$ cat config.mk
export PLATFORM = sky130hd
export DESIGN_NAME = serial_mem_cmd
export DESIGN_NICKNAME = d
export VERILOG_FILES = /design/src/rtl/serial_mem_cmd.sv
export SDC_FILE = /design/constraint.sdc
export NUM_CORES = 2
export LEC_CHECK = 0
export ABC_CLOCK_PERIOD_IN_PS = 4200
export BUFFER_PORTS_ARGS = -buffer_cell sky130_fd_sc_hd__buf_2
export CAP_MARGIN = 20
export CORE_ASPECT_RATIO = 0.75
export CORE_MARGIN = 2
export CORE_UTILIZATION = 35
export DETAILED_ROUTE_END_ITERATION = 8
export PLACE_DENSITY_LB_ADDON = 0.15
export SYNTH_ARGS = -nofsm -noshare
export SYNTH_HDL_FRONTEND = slang
export SYNTH_SLANG_ARGS = --single-unit
$ cat constraint.sdc
create_clock -name clk -period 4.2 [get_ports clk]
set_input_delay 0.21 -clock clk [delete_from_list [all_inputs] [get_ports clk]]
set_output_delay 0.21 -clock clk [all_outputs]
set_load 0.01 [all_outputs]
$ cat src/rtl/serial_mem_cmd.sv
module serial_mem_cmd #(
  parameter int AW     = 8,
  parameter int PAGE   = 16,
  parameter int WR_CYC = 64
) (
  input  logic clk,
  input  logic rst_n,
  input  logic cs_n,
  input  logic sck,
  input  logic si,
  input  logic hold_n,
  output logic so,
  output logic so_oe
);
  localparam int ABITS = (AW > 8) ? 16 : 8;
  localparam int PW    = $clog2(PAGE);
  localparam int DEPTH = 1 << AW;
  localparam int CW    = $clog2(WR_CYC + 1);

  typedef enum logic [3:0] {
    P_IDLE, P_CMD, P_ADR, P_RD, P_WR, P_SRR, P_SRW, P_SRWD, P_WEN, P_WDI, P_IGN
  } phase_t;

  logic [2:0] sck_q, cs_q, hold_q;
  logic [1:0] si_q;
  always_ff @(posedge clk or negedge rst_n)
    if (!rst_n) begin
      sck_q <= '0; cs_q <= '1; hold_q <= '1; si_q <= '0;
    end else begin
      sck_q <= {sck_q[1:0], sck};
      cs_q <= {cs_q[1:0], cs_n};
      hold_q <= {hold_q[1:0], hold_n};
      si_q <= {si_q[0], si};
    end

  wire cs_s    = cs_q[1];
  wire hold_s  = hold_q[1];
  wire si_s    = si_q[1];
  wire act     = ~cs_s & hold_s;
  wire rise    = sck_q[1] & ~sck_q[2] & act;
  wire fall    = ~sck_q[1] & sck_q[2] & act;
  wire cs_fall = cs_q[2] & ~cs_q[1];
  wire cs_rise = ~cs_q[2] & cs_q[1];

  phase_t phase;
  logic [4:0] cnt;
  logic [7:0] sh, obuf;
  logic [ABITS-1:0] ash;
  logic [AW-1:0] addr;
  logic so_r, drv, wel, wpen, rd_op;
  logic [1:0] bp;
  logic [2:0] sr_new;
  logic [CW-1:0] bcnt;
  logic [7:0] mem [DEPTH];
  logic [7:0] pbuf [PAGE];
  logic [PAGE-1:0] pmask;

  wire busy = bcnt != '0;
  wire [7:0] status = {wpen, 3'b000, bp, wel, busy};
  wire [7:0] sh_n = {sh[6:0], si_s};
  wire [ABITS-1:0] ash_n = {ash[ABITS-2:0], si_s};
  wire byte_end = cnt[2:0] == 3'd7;
  wire [4:0] cnt_d = byte_end ? 5'd0 : cnt + 5'd1;
  wire [7:0] rd_byte = (phase == P_RD) ? mem[addr] : status;

  always_ff @(posedge clk or negedge rst_n)
    if (!rst_n) begin
      phase <= P_IDLE; cnt <= '0; sh <= '0; obuf <= '0; ash <= '0; addr <= '0;
      so_r <= 1'b0; drv <= 1'b0; wel <= 1'b0; wpen <= 1'b0; rd_op <= 1'b0;
      bp <= '0; sr_new <= '0; bcnt <= '0; pmask <= '0;
      for (int i = 0; i < DEPTH; i++) mem[i] <= '0;
      for (int i = 0; i < PAGE; i++) pbuf[i] <= '0;
    end else begin
      if (busy) bcnt <= bcnt - 1'b1;
      if (cs_fall) begin
        phase <= P_CMD; cnt <= '0; drv <= 1'b0; pmask <= '0;
      end else if (cs_rise) begin
        phase <= P_IDLE; drv <= 1'b0;
        case (phase)
          P_WEN: wel <= 1'b1;
          P_WDI: wel <= 1'b0;
          P_SRWD: if (wel) begin
            {wpen, bp} <= sr_new; wel <= 1'b0; bcnt <= CW'(WR_CYC);
          end
          P_WR: if (wel && |pmask) begin
            for (int i = 0; i < PAGE; i++)
              if (pmask[i]) mem[{addr[AW-1:PW], PW'(i)}] <= pbuf[i];
            wel <= 1'b0; bcnt <= CW'(WR_CYC);
          end
          default: ;
        endcase
      end else if (rise) begin
        case (phase)
          P_CMD: begin
            sh <= sh_n;
            cnt <= cnt + 5'd1;
            if (cnt == 5'd7) begin
              cnt <= '0;
              if (busy && sh_n != 8'h05) phase <= P_IGN;
              else case (sh_n)
                8'h06: phase <= P_WEN;
                8'h04: phase <= P_WDI;
                8'h05: phase <= P_SRR;
                8'h01: phase <= P_SRW;
                8'h03: begin phase <= P_ADR; rd_op <= 1'b1; end
                8'h02: begin phase <= P_ADR; rd_op <= 1'b0; end
                default: phase <= P_IGN;
              endcase
            end
          end
          P_ADR: begin
            ash <= ash_n;
            cnt <= cnt + 5'd1;
            if (cnt == 5'(ABITS - 1)) begin
              cnt <= '0;
              addr <= ash_n[AW-1:0];
              phase <= rd_op ? P_RD : P_WR;
            end
          end
          P_RD: begin
            cnt <= cnt_d;
            if (byte_end) addr <= addr + 1'b1;
          end
          P_SRR: cnt <= cnt_d;
          P_WR: begin
            sh <= sh_n;
            cnt <= cnt_d;
            if (byte_end) begin
              pbuf[addr[PW-1:0]] <= sh_n;
              pmask[addr[PW-1:0]] <= 1'b1;
              addr <= {addr[AW-1:PW], addr[PW-1:0] + 1'b1};
            end
          end
          P_SRW: begin
            sh <= sh_n;
            cnt <= cnt_d;
            if (byte_end) begin
              sr_new <= {sh_n[7], sh_n[3:2]};
              phase <= P_SRWD;
            end
          end
          P_WEN, P_WDI: phase <= P_IGN;
          default: ;
        endcase
      end else if (fall && (phase == P_RD || phase == P_SRR)) begin
        drv <= 1'b1;
        if (cnt[2:0] == 3'd0) begin
          so_r <= rd_byte[7];
          obuf <= {rd_byte[6:0], 1'b0};
        end else begin
          so_r <= obuf[7];
          obuf <= {obuf[6:0], 1'b0};
        end
      end
    end

  assign so    = so_r;
  assign so_oe = drv & ~cs_s & hold_s;
endmodule

==> metrics.log <==
[metrics] distinct cell type count of the synthesized netlist: 74
[metrics] Post-Syn Area per Cell: 15.6 um2
[metrics] total global routing overflow: 0
[metrics] largest net degree at the start of global routing: 134
[metrics] status: finished with violations
[metrics] number of cell rows: 171
[metrics] Clock Skews: 0.0495 ns
[metrics] Mapped Cells: 6523
[metrics] max-slew violation count: 0
[metrics] Syn Std Cell Area: 102000 um2
[metrics] Final Hold Viols: 0
[metrics] proportion of register bits with asynchronous set or reset after synthesis: 1.00
[metrics] cell family with most CP delay: compound AO/OA/AOI/OAI gates
[metrics] hold slack final: 0.147 ns
[metrics] iteration count of the initial detailed-routing pass: 6
[metrics] fraction of final layout cells with drive strength greater than 1: 0.538
[metrics] Sum Neg Setup Slack: -0.0167 ns
[metrics] synthesis-to-finish area growth: 16.3%
[metrics] overall die width: 627 um
[metrics] Detail Placement HPWL: 298000 um
[metrics] Max stage delay on crit path: 0.55 ns
[metrics] sequential cell area in the final layout: 56500 um2
[metrics] Non-Filler Cell Area, Final: 118000 um2
[metrics] footprint of the multi-input gates: 43500 um2
[metrics] total buffers and inverters traversed by the critical path: 4
[metrics] clock transition at the registers of the reported paths: 0.07 ns
[metrics] drc violations: 0
[metrics] overall die area: 295000 um2
[metrics] maximum ir drop on the vdd rail: 0.326 mV
[metrics] boundary pin count: 8
[metrics] Placeable Area: 289000 um2
[metrics] total placed instance area: 110000 um2
[metrics] height of the die: 471 um
[metrics] number of placed cells counting well taps: 10615
[metrics] most used flip-flop cell after synthesis: sky130_fd_sc_hd__dfrtp_1
[metrics] Clk Tree Root Cell: sky130_fd_sc_hd__clkbuf_16
[metrics] critical-path cell with the highest stage delay: sky130_fd_sc_hd__mux4_2
[metrics] placer's final routability congestion estimate: 0.985
[metrics] Final Critical Period: 4.22 ns
[metrics] antenna violations before repair: 114
[metrics] number of clock buffers inserted by TritonCTS: 235
[metrics] Slew Limit Headroom: 0.105
[metrics] number of vias per cell: 6.09
[metrics] final setup slack of the worst path: -0.0167 ns
[metrics] type of the worst min-delay path: in -> reg
[metrics] number of buffers added on ports: 7
[metrics] final setup violation count: 1
[metrics] final-stage net count: 6992
[metrics] Net Count, Synth: 6540
[metrics] Power Total: 44.8 mW
[metrics] Max FO, Critical Path: 14
[metrics] Final Instance Count excl. Fillers: 11100
[metrics] global-route wire length before repair: 600000 um
[metrics] number of flops mapped to enable cells by yosys: 0
[metrics] clock tree from TritonCTS: done
[metrics] clock net sink count: 2257
[metrics] cell mode on critical path: sky130_fd_sc_hd__buf_4
[metrics] required time of the critical path: 5.00 ns
[metrics] final core occ: 0.409
[metrics] count of antenna-violating nets left after detailed routing: 0
[metrics] pre-CTS WS: -0.187 ns
[metrics] actual slew at the worst max-slew pin: 1.34 ns
[metrics] leakage power: 55.4 nW
[metrics] final clock period utilization by the worst path: 1.00
[metrics] share of the yosys chip area belonging to registers: 0.555
[metrics] failing checks: setup timing
[metrics] sort of element at the end of the critical path: flop
[metrics] GRT Resource Usage Total: 0.297
[metrics] number of synthesized register bits: 2257
[metrics] crit path DAT: 5.01 ns
[metrics] unrepaired setup endpoints after global routing: false
[metrics] total of warnings raised by yosys: 0
[metrics] type of the setup path with the least slack: reg -> reg
[metrics] average detailed-routed wire length per instance: 39.8 um
[metrics] fill cell total of the finished layout: 26516
[metrics] startpoint type of the worst setup path: flop
[metrics] Initial Util: 0.352
[metrics] Worst-Skew Late Latency: 0.95 ns
[metrics] critical-path cell list: buf_4 -> buf_4 -> buf_4 -> buf_4 -> mux4_2 -> mux2i_1 -> nor3_1 -> a31oi_1 -> nand4_1 -> a2111oi_0 -> o221ai_1
[metrics] largest buffer count on any clock path: 4
[metrics] power per cell area: 379 nW/um2
[metrics] max-cap viol count: 0
[metrics] via count of the first global-routing pass: 66617
[metrics] CTS H-tree depth: 4
[metrics] routed wire length: 441000 um
[metrics] Max Freq: 237 MHz
[metrics] vias after detailed routing: 67579
[metrics] number of DRC violations after detailed-routing iteration 0: 9157
layout by cell type, fill, tap and decap left out, types with 57 or more instances in the layout:
master and n:
sky130_fd_sc_hd__dfrtp_1 2226, sky130_fd_sc_hd__mux2_2 2204, sky130_fd_sc_hd__buf_4 534, sky130_fd_sc_hd__mux4_2 524
sky130_fd_sc_hd__clkbuf_16 239, sky130_fd_sc_hd__nor2_1 235, sky130_fd_sc_hd__nand2_1 162, sky130_fd_sc_hd__mux2i_1 134
sky130_fd_sc_hd__nor2_2 102, sky130_fd_sc_hd__clkbuf_8 67, sky130_fd_sc_hd__buf_12 57
repair_timing:
action,in CTS,in global routing
setup buffers,5,0
hold buffers,8,1
endpoints found under the hold margin,161,11
resized for setup,1,0
setup endpoints to repair,1,0
power by group:
group | internal (mW) | switching (mW) | leakage [nW]
Clock | 12.7 | 9.36 | 3.94
Combinational | 0.189 | 0.709 | 20.0
Sequential | 21.8 | 0.0652 | 31.5
metal layers:
| metal | global-route usage | share of wire | vias up |
|---|---|---|---|
| met5 | 0.00570 | 0.00061 | - |
| met4 | 0.0841 | 0.030 | 6 |
| met3 | 0.0727 | 0.11 | 586 |
| met2 | 0.411 | 0.41 | 3960 |
| met1 | 0.457 | 0.45 | 37610 |
| li1 | - | - | 25417 |
cell usage after synthesis, types with 11 or more instances:
cell type,number,area [um2]
sky130_fd_sc_hd__a31oi_1,33,206
sky130_fd_sc_hd__nor2b_1,21,131
sky130_fd_sc_hd__nor4_1,12,75.1
sky130_fd_sc_hd__inv_1,17,63.8
sky130_fd_sc_hd__nand4_1,11,68.8
sky130_fd_sc_hd__nand3_1,33,165
sky130_fd_sc_hd__nor3_1,32,160
sky130_fd_sc_hd__buf_1,33,124
sky130_fd_sc_hd__a221oi_1,14,123
sky130_fd_sc_hd__ha_1,11,138
sky130_fd_sc_hd__buf_6,13,146
sky130_fd_sc_hd__buf_4,25,188
sky130_fd_sc_hd__mux2i_1,134,1340
sky130_fd_sc_hd__dfrtp_1,2252,56400
sky130_fd_sc_hd__a21oi_1,31,155
sky130_fd_sc_hd__a32oi_1,15,131
sky130_fd_sc_hd__nor2_2,100,626
sky130_fd_sc_hd__nor2_1,237,890
sky130_fd_sc_hd__mux4_2,524,11800
sky130_fd_sc_hd__clkbuf_1,234,878
sky130_fd_sc_hd__nand2_1,162,608
sky130_fd_sc_hd__a22oi_1,33,248
sky130_fd_sc_hd__a211oi_1,18,135
sky130_fd_sc_hd__mux2_2,2204,24800
sky130_fd_sc_hd__o21ai_0,42,210
sky130_fd_sc_hd__o22ai_1,29,181
sky130_fd_sc_hd__nand2b_1,14,87.6
sky130_fd_sc_hd__buf_2,88,440
sky130_fd_sc_hd__o211ai_1,12,90.1
worst paths after layout:
| check | depth (start not counted) | slack [ns] | startpoint | end |
|---|---|---|---|---|
| min reg2reg | 0 | 0.36 | sck_q[0] | sck_q[1] |
| max reg2reg | 11 | -0.02 | addr[0] | obuf[7] |
| min | 2 | 0.15 | sck | sck_q[0] |
| max | 11 | -0.02 | addr[0] | obuf[7] |
| max in group asynchronous | 4 | 2.22 | rst_n | mem[1857] |
| min in group asynchronous | 3 | 0.45 | rst_n | mem[235] |
state kept, by name, summed over array words and instances, names as in the netlist:
name    cells
obuf        7
addr        8
bp          2
sck_q       3
hold_q      2
rd_op       1
pbuf      128
cs_q        3
phase       4
wel         1
so          1
mem      2048
sh          7
cnt         5
si_q        2
sr_new      3
ash         7
bcnt        7
drv         1
wpen        1
pmask      16
kinds of logic (layout without fill, tap and decap cells):
kind of cell / after synthesis / after routing / share of synthesized area
multiplexers: 2862 / 2862 / 0.373
flip-flops: 2257 / 2257 / 0.555
AND/OR/NAND/NOR: 682 / 682 / 0.0321
buffers and inverters: 410 / 1053 / 0.0181
AO/OA/AOI/OAI: 294 / 294 / 0.0203
adder cells (fa/ha/maj): 11 / 11 / 0.00135
XOR/XNOR: 7 / 7 / 0.000602
other: 0 / 42 / 0
area by class of cell:
cell class,instances,share of cell area
clock buffer,359,0.0599
sequential,2257,0.478
tap,3892,0.0411
multi-input combinational,3856,0.368
clock inverter,69,0.00728
inverter,17,0.000624
antenna,42,0.000888
timing repair buffer,608,0.0449
(Power assumes the default switching activity.)
